### src/rtl/gpio_sense_pkg.sv
package gpio_sense_pkg;

  typedef enum logic [1:0] {
    SNS_BOTH = 2'd0,
    SNS_RISE = 2'd1,
    SNS_FALL = 2'd2,
    SNS_RSVD = 2'd3
  } sense_mode_e;

  localparam int ADDR_W = 5;

  localparam logic [ADDR_W-1:0] OFS_DIR    = 5'h00;
  localparam logic [ADDR_W-1:0] OFS_EVT    = 5'h0C;
  localparam logic [ADDR_W-1:0] OFS_MSK    = 5'h10;
  localparam logic [ADDR_W-1:0] OFS_SNS_LO = 5'h14;
  localparam logic [ADDR_W-1:0] OFS_SNS_HI = 5'h18;

endpackage

### src/rtl/gpio_sense_field_map.sv
// Pulls each pin's 2-bit mode out of the two mode registers.
module gpio_sense_field_map
  import gpio_sense_pkg::*;
#(
  parameter int NPINS = 32
) (
  input  logic [NPINS-1:0] sns_lo_i,
  input  logic [NPINS-1:0] sns_hi_i,
  output sense_mode_e      mode_o [NPINS]
);
  localparam int HALF = NPINS / 2;

  for (genvar p = 0; p < NPINS; p++) begin : g_pin
    localparam int BASE = (HALF - 1 - (p % HALF)) * 2;
    if (p < HALF) begin : g_lo
      assign mode_o[p] = sense_mode_e'(sns_lo_i[BASE +: 2]);
    end else begin : g_hi
      assign mode_o[p] = sense_mode_e'(sns_hi_i[BASE +: 2]);
    end
  end
endmodule

### src/rtl/gpio_pin_event.sv
// Per-pin detector: edge or level variant chosen at build time.
module gpio_pin_event
  import gpio_sense_pkg::*;
#(
  parameter bit LEVEL = 1'b0
) (
  input  logic        clk,
  input  logic        rst,
  input  logic        pin_i,
  input  sense_mode_e mode_i,
  output logic        set_o
);
  logic prev_q;

  // Loaded during reset too, so a pin already high is not an edge.
  always_ff @(posedge clk) prev_q <= pin_i;

  if (LEVEL) begin : g_level
    always_comb begin
      unique case (mode_i)
        SNS_BOTH: set_o = pin_i ^ prev_q;
        SNS_RISE: set_o = pin_i;
        SNS_FALL: set_o = ~pin_i;
        default:  set_o = 1'b0;
      endcase
    end
  end else begin : g_edge
    always_comb begin
      unique case (mode_i)
        SNS_BOTH: set_o = pin_i ^ prev_q;
        SNS_RISE: set_o = pin_i & ~prev_q;
        SNS_FALL: set_o = ~pin_i & prev_q;
        default:  set_o = 1'b0;
      endcase
    end
  end

  assert_reserved_quiet_R6: assert property (@(posedge clk) disable iff (rst)
    (mode_i == SNS_RSVD) |-> !set_o);
endmodule

### src/rtl/gpio_event_bank.sv
// Sticky event register with write-one-to-clear and masked interrupt.
module gpio_event_bank #(
  parameter int NPINS = 32
) (
  input  logic             clk,
  input  logic             rst,
  input  logic [NPINS-1:0] set_vec_i,
  input  logic [NPINS-1:0] clr_vec_i,
  input  logic [NPINS-1:0] msk_i,
  output logic [NPINS-1:0] evt_o,
  output logic             irq_o
);
  logic [NPINS-1:0] evt_q;
  logic             irq_q;

  always_ff @(posedge clk) begin
    if (rst) begin
      evt_q <= '0;
      irq_q <= 1'b0;
    end else begin
      evt_q <= (evt_q | set_vec_i) & ~clr_vec_i;
      irq_q <= |(evt_q & msk_i);
    end
  end

  assign evt_o = evt_q;
  assign irq_o = irq_q;

  assert_w1c_wins_R8: assert property (@(posedge clk) disable iff (rst)
    (|clr_vec_i) |=> ((evt_q & $past(clr_vec_i)) == '0));

  assert_irq_follows_R9: assert property (@(posedge clk) disable iff (rst)
    ##1 (irq_q == $past(|(evt_q & msk_i))));
endmodule

### src/rtl/gpio_sense_unit.sv
module gpio_sense_unit
  import gpio_sense_pkg::*;
#(
  parameter int               NPINS        = 32,
  parameter logic [NPINS-1:0] IN_ONLY_PINS = 32'hF000_0000,
  parameter logic [NPINS-1:0] LEVEL_PINS   = 32'h0000_0300
) (
  input  logic              clk,
  input  logic              rst,
  input  logic [NPINS-1:0]  pin_in,
  input  logic              wr_en,
  input  logic              rd_en,
  input  logic [ADDR_W-1:0] addr,
  input  logic [NPINS-1:0]  wdata,
  output logic              rd_valid,
  output logic [NPINS-1:0]  rdata,
  output logic [NPINS-1:0]  pin_dir,
  output logic              irq
);
  function automatic logic [NPINS-1:0] flip(input logic [NPINS-1:0] v);
    logic [NPINS-1:0] r;
    for (int i = 0; i < NPINS; i++) r[i] = v[NPINS-1-i];
    return r;
  endfunction

  localparam logic [NPINS-1:0] DIR_LOCK = flip(IN_ONLY_PINS);

  logic [NPINS-1:0] dir_q, msk_q, sns_lo_q, sns_hi_q;
  logic [NPINS-1:0] evt, set_pin, clr_vec, rd_mux;
  logic [NPINS-1:0] rdata_q;
  logic             rd_valid_q;
  sense_mode_e      mode [NPINS];

  // Configuration registers
  always_ff @(posedge clk) begin
    if (rst) begin
      dir_q    <= '0;
      msk_q    <= '0;
      sns_lo_q <= '0;
      sns_hi_q <= '0;
    end else if (wr_en) begin
      unique case (addr)
        OFS_DIR:    dir_q    <= wdata & ~DIR_LOCK;
        OFS_MSK:    msk_q    <= wdata;
        OFS_SNS_LO: sns_lo_q <= wdata;
        OFS_SNS_HI: sns_hi_q <= wdata;
        default: ;
      endcase
    end
  end

  assign clr_vec = (wr_en && addr == OFS_EVT) ? wdata : '0;

  gpio_sense_field_map #(.NPINS(NPINS)) i_map (
    .sns_lo_i (sns_lo_q),
    .sns_hi_i (sns_hi_q),
    .mode_o   (mode)
  );

  for (genvar p = 0; p < NPINS; p++) begin : g_det
    gpio_pin_event #(.LEVEL(LEVEL_PINS[p])) i_det (
      .clk    (clk),
      .rst    (rst),
      .pin_i  (pin_in[p]),
      .mode_i (mode[p]),
      .set_o  (set_pin[p])
    );
  end

  gpio_event_bank #(.NPINS(NPINS)) i_bank (
    .clk       (clk),
    .rst       (rst),
    .set_vec_i (flip(set_pin)),
    .clr_vec_i (clr_vec),
    .msk_i     (msk_q),
    .evt_o     (evt),
    .irq_o     (irq)
  );

  // Read port
  always_comb begin
    unique case (addr)
      OFS_DIR:    rd_mux = dir_q;
      OFS_EVT:    rd_mux = evt;
      OFS_MSK:    rd_mux = msk_q;
      OFS_SNS_LO: rd_mux = sns_lo_q;
      OFS_SNS_HI: rd_mux = sns_hi_q;
      default:    rd_mux = '0;
    endcase
  end

  always_ff @(posedge clk) begin
    if (rst) begin
      rdata_q    <= '0;
      rd_valid_q <= 1'b0;
    end else begin
      rd_valid_q <= rd_en;
      if (rd_en) rdata_q <= rd_mux;
    end
  end

  assign rdata    = rdata_q;
  assign rd_valid = rd_valid_q;
  assign pin_dir  = flip(dir_q);

  assert_rd_valid_R11: assert property (@(posedge clk) disable iff (rst)
    rd_en |=> rd_valid);

  assert_dir_locked_R10: assert property (@(posedge clk) disable iff (rst)
    (wr_en && addr == OFS_DIR) |=> ((pin_dir & IN_ONLY_PINS) == '0));
endmodule

### config.mk
export PLATFORM = sky130hd
export DESIGN_NAME = gpio_sense_unit
export DESIGN_NICKNAME = d
export VERILOG_FILES = /design/src/rtl/gpio_sense_pkg.sv /design/src/rtl/gpio_sense_field_map.sv /design/src/rtl/gpio_pin_event.sv /design/src/rtl/gpio_event_bank.sv /design/src/rtl/gpio_sense_unit.sv
export SDC_FILE = /design/constraint.sdc
export NUM_CORES = 1
export LEC_CHECK = 0
export ABC_AREA = 1
export BUFFER_PORTS_ARGS = -buffer_cell sky130_fd_sc_hd__buf_2
export CAP_MARGIN = 20
export CELL_PAD_IN_SITES_DETAIL_PLACEMENT = 0
export CELL_PAD_IN_SITES_GLOBAL_PLACEMENT = 2
export CORE_ASPECT_RATIO = 0.6
export CORE_MARGIN = 2
export CORE_UTILIZATION = 35
export CTS_BUF_LIST = sky130_fd_sc_hd__clkbuf_4 sky130_fd_sc_hd__clkbuf_8
export DETAILED_ROUTE_END_ITERATION = 8
export GPL_TIMING_DRIVEN = 0
export PLACE_DENSITY = 0.95
export SYNTH_ARGS = -nofsm -noshare
export SYNTH_HDL_FRONTEND = slang
export SYNTH_SLANG_ARGS = --single-unit
### constraint.sdc
create_clock -name clk -period 1.9 [get_ports clk]
set_input_delay 0.095 -clock clk [delete_from_list [all_inputs] [get_ports clk]]
set_output_delay 0.095 -clock clk [all_outputs]
set_load 0.02 [all_outputs]
# Word-level counts from Yosys, hierarchy flattened
# Cells that the tools add are included.
totals:
  reg_bits: 222
  input_bits: 73
  output_inout_bits: 66
  wordCells: 339
op_classes:
  eq_ne: 68
  n_mux: 34
  bitwise: 158
  reduce_logical: 39
op_table:
  columns: ["operator", "n"]
  rows:
  - ["one-hot mux 32 bit (5 select lines)", 1]
  - ["one-hot mux 1 bit (3 select lines)", 32]
  - ["bitwise AND 32 bit", 2]
  - ["equality test 2 x 1 -> 1 bit, second input constant", 32]
  - ["equality test 2 bit, second input constant", 32]
  - ["logical NOT 2 bit", 32]
  - ["NOT 1 bit", 62]
  - ["bitwise AND 1 bit", 60]
  - ["2-to-1 mux 32 bit", 1]
  - ["NOT 32 bit", 1]
  - ["bitwise OR 32 bit", 1]
  - ["OR reduction 32 bit", 1]
  - ["XOR 1 bit", 32]
  - ["equality test 5 bit, second input constant", 3]
  - ["AND reduction 2 bit", 4]
  - ["equality test 5 x 4 -> 1 bit, second input constant", 1]
  - ["logical NOT 5 bit", 1]
  - ["logical AND 1 bit", 1]

# Depth between registers and ports, before layout
logic_depth:
  word_depth: 5
  depth_mapped: 8
  ltp_nobuf: 7

# Hierarchy
# A second synthesis with hierarchy kept.
unflattened:
  hier_cells: 1638
  area_unflattened_um2: 12187.9
by_module_without_submodules:
  columns: ["mod", "n_inst", "cells_per_inst", "area_each_um2", "seq_area_each_um2"]
  rows:
  - ["gpio_sense_unit", 1, 990, 7553.5, 3143.0]
  - ["gpio_pin_event (g_det[0].i_det ...)", 30, 13, 86.3, 20.0]
  - ["gpio_event_bank", 1, 164, 1413.9, 660.6]
  - ["gpio_sense_field_map", 1, 64, 480.5, 0.0]
  - ["gpio_pin_event (g_det[8].i_det ...)", 2, 15, 75.1, 20.0]

# Least setup slack after synthesis
# OpenSTA, ideal clock, no wires.
synth_path:
  kind: "input-to-reg"
  from: "input addr[3]"
  to: "register dir_q[10]"
  setup_time_ns: 0.128
  t_arrival_ns: 1.201
  required_ns: 1.772
  path_slack_ns: 0.571
  cell_stages: 8
  n_path_buf: 2
  path_cell_list: "buf_2 -> nor2_4 -> nand3_1 -> nor2_2 -> inv_1 -> clkbuf_1 -> o21ai_0 -> a21oi_1"
synth_between:
  elab_chain_cells: 2
synth_rtl:
  columns: ["element", "line", "source"]
  rows:
  - ["start: declaration", "gpio_sense_unit.sv:13", "input logic [ADDR_W-1:0] addr,"]
  - ["logical NOT 5 bit", "gpio_sense_unit.sv:42", "unique case (addr)"]
  - ["AND reduction 2 bit (no line)", null, null]
  - ["end signal: assignment", "gpio_sense_unit.sv:43", "OFS_DIR: dir_q <= wdata & ~DIR_LOCK;"]
  - ["end: declaration", "gpio_sense_unit.sv:28", "logic [NPINS-1:0] dir_q, msk_q, sns_lo_q, sns_hi_q;"]
# Every way passes these cells.
# A chain may end at the register's enable or synchronous reset.

# Worst setup path after layout
layout_path:
  from: "input addr[4]"
  to: "register sns_hi_q[4]"
layout_between:
  elab_chain_cells: 2
layout_rtl:
  columns: ["element", "line", "source"]
  rows:
  - ["equality test 5 bit", "gpio_sense_unit.sv:42", null]
  - ["AND reduction 2 bit (no line)", null, null]
  - ["end signal: assignment", "gpio_sense_unit.sv:46", "OFS_SNS_HI: sns_hi_q <= wdata;"]
  - ["end: declaration", "gpio_sense_unit.sv:28", null]
# Every way passes these cells.

==> flow_metrics.tcl <==
set metrics [dict create \
    grt_first_pass_wirelength_um 65700 \
    maxCapViolCount 0 \
    clock_path_buffers 3 \
    synth_cell_types 28 \
    fillCellCount 2991 \
    first_pass_iters 5 \
    cts_tree "done" \
    fmax_ghz 0.544 \
    h-tree-depth 2 \
    die_h_um 137 \
    insertion_delay_ns 0.58 \
    fin_crit_sh 0.968 \
    initial_core_util 0.359 \
    critPathKind "primary input to flip-flop" \
    clk_pin_slew_ns 0.06 \
    syn_avg_cell_area_um2 7.68 \
    crit_path_max_fanout 10 \
    final_common_cell "dfxtp_1" \
    yosys.area.top_type "dfxtp_1" \
    vdd_drop_max_uv 418 \
    drt-initial-drc-count 1540 \
    syn2layout_area_growth_pct 25.4 \
    via_per_inst 5.49 \
    synth_area_um2 10400 \
    hold_violations 0 \
    avgRoutedWirePerCell_um 22.7 \
    crit_arrival_ns 2.33 \
    drv_slew 0 \
    clock-skew-final_ns 0.0261 \
    ys_ff_latch 222 \
    diodes 0 \
    core-area_um2 28900 \
    endpoint_kind "flip-flop" \
    cts-root-buf "clkbuf_8" \
    io_pins 139 \
    fin_nets 1727 \
    status "finished, final reports clean" \
    min_period_ns 1.84 \
    vias 11100 \
    grt.total_usage 0.294 \
    final_cell_mix "dfxtp_1 (222), o21ai_0 (199), inv_1 (169), a21oi_1 (163), buf_2 (159)" \
    place_congestion 0.957 \
    power.density_nw_per_um2 824 \
    synth.top_cell.area_share 0.428 \
    fin_ws_ns 0.0603 \
    ant_nets 0 \
    chipWidth_um 226 \
    drc 0 \
    power.leakage_nw 5.72 \
    port_buffers 132 \
    antenna_found_initial 4 \
    cp_slowest_stage_delay_ns 0.69 \
    synth_top_family_by_area "compound AO/OA/AOI/OAI gates" \
    num_rows 48 \
    yosys.area_share.xor_xnor 0 \
    slowest_stage "clkbuf_1" \
    synth_compound_area_frac 0.218 \
    detailed_place.area_um2 11600 \
    dp_slack_ns -0.507 \
    worst-endpoint-required_ns 2.39 \
    synth_warnings 0 \
    routed_wl_um 45900 \
    worst_pin_slew_ns 0.859 \
    hpwlAfterDp_um 35100 \
    synth_cells 1352 \
    crit_top_cell "nor2_2" \
    seq_area_frac_synth 0.428 \
    cts_inserted_buffers 37 \
    final_layout_size_suffix_gt1_frac 0.151 \
    grt_max_degree 11 \
    hp-class "primary input to flip-flop" \
    numClockSinks 222 \
    synthAdderAreaFrac 0.0723 \
    rsz0062_at_grt "false" \
    path_cells "buf_2 -> inv_2 -> nor2_2 -> nand3_1 -> nor2_2 -> clkbuf_1 -> o21ai_0 -> nor2_1" \
    yosys.area_share.simple 0.180 \
    design_area_um2 13000 \
    grt_overflow 0 \
    setup_viol 0 \
    synth_mux_area_frac 0 \
    slew_headroom 0.427 \
    die-area_um2 31100 \
    grt_pass1_vias 9810 \
    synth_area_leaders "dfxtp_1 (43%), o21ai_0 (9.6%), a21oi_1 (7.9%)" \
    critPathLaunchType "primary input" \
]
==> flip-flops by register name (all words and copies together) (netlist names) <==
register,cells
sns_lo_q,32
g_det.i_det.prev_q,32
rd_valid,1
rdata,32
sns_hi_q,32
msk_q,32
dir_q,28
i_bank.evt_o,32
i_bank.irq_o,1
==> report_power, final <==
group / internal, mW / switching [mW] / leakage (nW)
logic: 0.392 / 0.741 / 3.49
clock network: 2.53 / 2.10 / 0.413
registers: 4.80 / 0.169 / 1.81
total: 7.72 / 3.01 / 5.72
==> layout make-up <==
cell class | count | area [µm²] | share of cell area
multi-input cells | 866 | 4910 | 0.377
flip-flops and latches | 222 | 4440 | 0.341
repair buffers | 200 | 1350 | 0.104
clock buffers | 58 | 717 | 0.0550
inverters | 174 | 653 | 0.0501
well taps | 400 | 500 | 0.0384
plain buffers | 93 | 398 | 0.0305
clock inverters | 6 | 57.6 | 0.00442
==> layer usage <==
metal | wire, µm | vias to the layer above | GRT usage
met2 | 16400 | 655 | 0.365
met5 | 0 | - | 0
li1 | - | 5150 | -
met4 | 605 | 0 | 0.0621
met1 | 22300 | 5230 | 0.468
met3 | 6630 | 48 | 0.0985
==> stage by stage <==
step	hold WS [ns]	TNS, ns	cells	total power [mW]	utilization
2_1_floorplan	0.123	0	1355	5.54	-
3_3_place_gp	0.227	-20.35	1887	6.04	0.399
3_5_place_dp	0.230	-20.37	1887	6.05	0.399
4_1_cts	0.0845	0	2017	10.7	0.449
5_1_grt	0.133	0	2019	11.1	0.450
6_report	0.100	0	2019	10.7	0.450
==> cell usage after synthesis (all sizes together) <==
| library cell | n |
|---|---|
| o22ai | 1 |
| a211oi | 2 |
| a21oi | 163 |
| a31o | 1 |
| and2 | 1 |
| nand3 | 64 |
| o21ai | 212 |
| o21bai | 28 |
| dfxtp | 222 |
| a31oi | 20 |
| clkinv | 1 |
| inv | 173 |
| a22o | 3 |
| ha | 60 |
| clkbuf | 59 |
| nand2 | 85 |
| buf | 34 |
| nor2 | 91 |
| nand3b | 6 |
| nand4 | 125 |
| conb | 1 |
==> final timing paths <==
| check | from | slack (ns) | end | depth (start not counted) |
|---|---|---|---|---|
| worst max-delay path | addr[4] | 0.06 | sns_hi_q[4] | 8 |
| worst min-delay path | wr_en | 0.10 | msk_q[31] | 4 |
| worst max register to register | i_bank.evt_o[19] | 0.61 | rdata[19] | 4 |
| worst min register to register | rdata[11] | 0.46 | rdata[11] | 2 |
==> cell families (layout without fill, tap and decap cells) <==
family | after synthesis | after routing
fa+ha+maj | 60 | 60
other cells | 1 | 4
simple gates | 372 | 372
compound gates | 430 | 430
flops | 222 | 222
buf+inv | 267 | 531
==> timing repair <==
item	in CTS	in global routing
hold endpoints to repair	181	0
setup buffers	0	2
resized for setup	0	1
setup endpoints to repair	0	12
hold buffers	66	0
==> critical path: cells and delay by family <==
kind,cells,cell delay (ns)
simple gates,4,1.13
buf+inv,3,0.91
compound gates,1,0.18
Note: power is estimated with default switching activity, not from simulation.
